File: src/rtl/pll_pwr_ctl.sv
module pll_pwr_ctl #(
  parameter int DW       = 24,
  parameter int EN_BIT   = 18,
  parameter int KEEP_BIT = 17
) (
  input  logic          clk,
  input  logic          rst_n,
  input  logic          init_pin,
  input  logic          wr_en,
  input  logic [DW-1:0] wdata,
  output logic [DW-1:0] rdata,
  input  logic          stop_req,
  input  logic          lock_in,
  output logic          vco_en,
  output logic          osc_en,
  output logic          sel_pll,
  output logic          lock_out
);

  logic pll_on, keep_on;
  logic unused_wbits;

  always_ff @(posedge clk) begin
    if (!rst_n) begin
      pll_on  <= init_pin;
      keep_on <= 1'b0;
    end else if (wr_en) begin
      pll_on  <= pll_on | wdata[EN_BIT];
      keep_on <= wdata[KEEP_BIT];
    end
  end

  assign unused_wbits = ^wdata;

  always_comb begin
    rdata           = '0;
    rdata[EN_BIT]   = pll_on;
    rdata[KEEP_BIT] = keep_on;
  end

  assign osc_en   = !stop_req || keep_on;
  assign vco_en   = pll_on && osc_en;
  assign sel_pll  = pll_on;
  assign lock_out = pll_on ? lock_in : 1'b1;

endmodule

File: config.mk
export PLATFORM = sky130hd
export DESIGN_NAME = pll_pwr_ctl
export DESIGN_NICKNAME = d
export VERILOG_FILES = /design/src/rtl/pll_pwr_ctl.sv
export SDC_FILE = /design/constraint.sdc
export NUM_CORES = 1
export LEC_CHECK = 0
export BUFFER_PORTS_ARGS = -buffer_cell sky130_fd_sc_hd__buf_2
export CORE_AREA = 2 2 39 41
export DETAILED_ROUTE_END_ITERATION = 12
export DIE_AREA = 0 0 41 43
export GPL_TIMING_DRIVEN = 0
export PLACE_DENSITY = 0.73
export SLEW_MARGIN = 25
export SYNTH_ARGS = -nofsm -noshare
export SYNTH_HDL_FRONTEND = slang
export SYNTH_SLANG_ARGS = --single-unit
File: constraint.sdc
create_clock -name clk -period 0.9 [get_ports clk]
set_input_delay 0.045 -clock clk [delete_from_list [all_inputs] [get_ports clk]]
set_output_delay 0.045 -clock clk [all_outputs]
set_load 0.005 [all_outputs]
Word-level counts from Yosys, hierarchy flattened
Cells that the tools add are included.

operators by class
  eq/ne operators = 1
  muxes and demuxes = 3
  bitwise operators = 1
  reduce and logical (&&, ||, !) cells = 3

operators by type and width
  cell                                                             number
  1-bit 2-to-1 mux                                                 3
  2-bit by 1-bit != test with 1-bit output, second input constant  1
  1-bit logical AND                                                1
  1-bit zero test                                                  1
  1-bit logical OR                                                 1
  1-bit OR                                                         1

word-level totals
  bits in registers = 2
  input port bits = 30
  output and inout port bits = 28
  logic and storage cells = 10

Logic depth before layout (Yosys ltp)
  word-level depth = 3
  gate-level depth with buffers = 2

Worst setup path before layout
No wires, ideal clock.

  path kind = reg-to-reg
  start = register pll_on (netlist: sel_pll)
  end = register pll_on (netlist: sel_pll), data pin
  arrival time = 0.599 ns
  path slack = 0.044 ns
  stages on the path, launching flop included = 3
  path buffers = 0
  path through = edfxtp_1 -> nor2_1 -> a21oi_1

between the ends
  longest elaborated chain between the ends = 3

ends and longest elaborated chain
  item                    line  text
  from (decl)             20    logic pll_on, keep_on;
  from (signal assigned)  25    pll_on <= init_pin;
  from (signal assigned)  28    pll_on <= pll_on | wdata[EN_BIT];
  1-bit OR                28
  1-bit 2-to-1 mux        27    end else if (wr_en) begin
  1-bit 2-to-1 mux        24    if (!rst_n) begin

Every way passes these cells. The select of a mux whose other input is x is not followed.
A chain may end at the register's enable or synchronous reset.

Worst setup path after layout
  start = register pll_on (netlist: sel_pll)
  end = output port vco_en

between the ends
  longest elaborated chain between the ends = 1

ends and longest elaborated chain
  item               line  text
  1-bit logical AND  42    assign vco_en = pll_on && osc_en;
  to (decl)          14    output logic vco_en,

Every way passes these cells.

==> results.md <==
* Status: finished, violations left
* Failing checks: setup timing
* Clk slew on worst S/H paths at ~0.04 ns
* Post-route insts no fill at 90
* Fin area at approximately 500 um^2
* Avg Synthesized Cell Area at between 8 and 9 um^2
* WL/cell at around 5.5 um
* Max incr delay on CP at between 0.4 and 0.5 ns
* DIE AREA at ~1800 um^2
* Critical Path Sink Type: output pin
* Synth cell count leaders: 24 x buf_4, 2 x nand2b_1, 2 x nor2_1
* Min Tclk post-route at 0.975 ns
* Synth async-reset ratio at 0%
* DR vias/cell at approximately 2.7
* Placed insts at 86
* Post-synth EDFFs at 1
* Top cell type's share of synthesized area at approximately three fifths
* Final period util at 108%
* Top cells by area, synth: buf_4 61%, edfxtp_1 10%, dfxtp_1 6.7%
* Final Hold Viols at 0
* Area grow syn2layout at 68.5%
* Tot Pwr at roughly 510 uW
* P_sw at ~120 uW
* GRT Residual Overflow at 0
* GPL Wtd Cong at 0.565
* CP Max Fanout at 5
* RSZ-0062 raised after global routing: true
* Largest family of logic cells by synthesized area: buffers and inverters
* Sequential power share at between 20% and 30%
* Min-Delay Path Class: in -> reg
* CTS H-tree lvls at 1
* FMAX at 1030 MHz
* ANT cells at 0
* Complex-gate fraction of the synthesized area at roughly 1.7%
* Critical Path AT at 0.93 ns
* Cts bufs inserted at 3
* Sink Count at 2
* FP Rows at 14
* WS Path Type: reg -> out
* Post-route ant nets at 0
* Switching share of total power at between 20% and 30%
* Yosys cell types at 11
* Crit-path leading delay family: flip-flops
* CP cell instances: and2_4, buf_6
* GRT Util Overall at roughly 5.6%
* Cell-internal power at 384 uW
* Worst Path Buf+Inv at 1
* Mapped Cells at 36
* I/O Pins at slightly below 60
* Synth Area in XOR/XNOR at 0%
* Power density cells at 1010 nW/um^2
* FF-to-FF Start: sel_pll$_DFFE_PP_
* Nets at around 110
* DRT iter0 DRCs at 3
* Mux contribution to synthesized area at 3.36%
* Largest net degree at the start of global routing at 6
* Peak supply drop at around 0.00045 V
* 1st-pass router iterations at 2
* CTS tree: built
* Max-slew violation count at 0
* Simple-Gate Fraction of Synth Area at ~16%
* Vias at 247
* Vias in the first global route at 148
* Syn. warnings at 0
* Chip Width at 41 um
* Dominant synthesized flop cell: edfxtp_1
* Final critical-path setup slack at -0.0750 ns
* Core area at between 1000 and 1500 um^2
* Root buf cell: clkbuf_4
* Crit path launch type: register
* Max-Cap Viols at 0
* LEAKAGE at ~0.32 nW
* Slowest cell on the critical path: edfxtp_1
* Skew final at 0 ns
* First-pass GRT wire length at between 500 and 600 um
* Post-CTS Hold Fix Bufs at 0
* Starting density of the core at 21.5%
* Most frequent cell after synthesis: buf_4
* Hold Startpoint: wdata[17]
* Worst-skew pair later-pin latency at 0.22 ns
* Post-Synthesis Cell Area at slightly below 300 um^2
* Die Y at approximately 43 um
* Initial antenna violation count at 0
* Sum of negative setup slack at -0.146 ns
* DR DRC count at 0
* Share of layout cells above drive strength 1 at 58.1%
* Setup-failing EPs final at 3
* Area after DPL at 462 um^2
* Yosys top cell by area: buf_4
* Clk buf depth at 2
* Crit path launch: sel_pll$_DFFE_PP_
* Synth Area in Adders at 0%
* Gate power share at ~34%
* Post-synthesis sequential area ratio at approximately 17%
* IO buf count at 13
* Final wirelength at 495 um
* Yosys reg bits at 2
* Critical path required time at around 0.85 ns
* Clock Power Share at between 40 and 50%
flip-flops by register name (all words and copies together), names as in the netlist:
register / count
keep_on: 1
sel_pll: 1
worst min-delay path: stages:
cell     delay (ns)
buf_2          0.08
mux2i_1        0.06
nor2b_1        0.09
final cells by class:
class | count | area (um^2)
clock buffer | 4 | 26.3
timing repair buffer | 13 | 77.6
sequential | 2 | 51.3
buffer | 24 | 180
tap | 16 | 20.0
multi-input combinational | 31 | 146
fill | 151 | 882
cell usage in the layout, fill, tap and decap left out:
| master | Yosys | final |
|---|---|---|
| and2_4 | 1 | 1 |
| nand2b_4 | 1 | 1 |
| clkbuf_1 | 0 | 1 |
| dfxtp_2 | 0 | 1 |
| mux2i_1 | 1 | 1 |
| buf_6 | 0 | 2 |
| nand2b_1 | 2 | 2 |
| buf_2 | 0 | 11 |
| edfxtp_1 | 1 | 1 |
| buf_4 | 24 | 24 |
| conb_1 | 1 | 22 |
| nor2b_1 | 1 | 1 |
| nor2_1 | 2 | 2 |
| clkbuf_4 | 0 | 3 |
| a21oi_1 | 1 | 1 |
repair_timing:
item	4_1_cts	5_1_grt
gates resized for setup	3	0
setup buffers	0	0
setup endpoints to repair	3	5
pin swaps	0	2
per-stage QoR:
stage	hold slack [ns]	utilization, %	setup WS, ns
detailed placement	0.317	33.4	0.00429
floorplan	0.128	-	0.0444
CTS	0.0826	36.3	-0.0851
global placement	0.300	33.4	0.0376
finish	0.0868	36.3	-0.0750
global route	0.104	36.3	-0.128
final timing paths:
check                          to  slack (ns)  cells after the start
min          keep_on$_SDFFE_PN0P_        0.09                      3
max reg2reg     sel_pll$_DFFE_PP_        0.02                      2
max                        vco_en       -0.08                      2
min reg2reg  keep_on$_SDFFE_PN0P_        0.52                      2
layer usage:
layer	share of wire (%)	track usage, %
met2	38	7.19
met3	30	8.90
met5	0	0
met4	0	2.00
met1	33	4.15
cells by family (layout without fill, tap and decap cells):
kind of cell / Yosys count / in the layout
other: 1 / 22
buffers and inverters: 24 / 41
AND/OR/NAND/NOR: 7 / 7
multiplexers: 1 / 1
AO/OA/AOI/OAI: 1 / 1
flip-flops: 2 / 2
power by group through the flow:
stage	Sequential, mW	Combinational (mW)	Clock [mW]
global placement	0.110	0.159	0
detailed placement	0.111	0.161	0
finish	0.110	0.174	0.225
global route	0.111	0.195	0.255
CTS	0.110	0.171	0.233
floorplan	0.110	0.124	0
(Power assumes the default switching activity.)
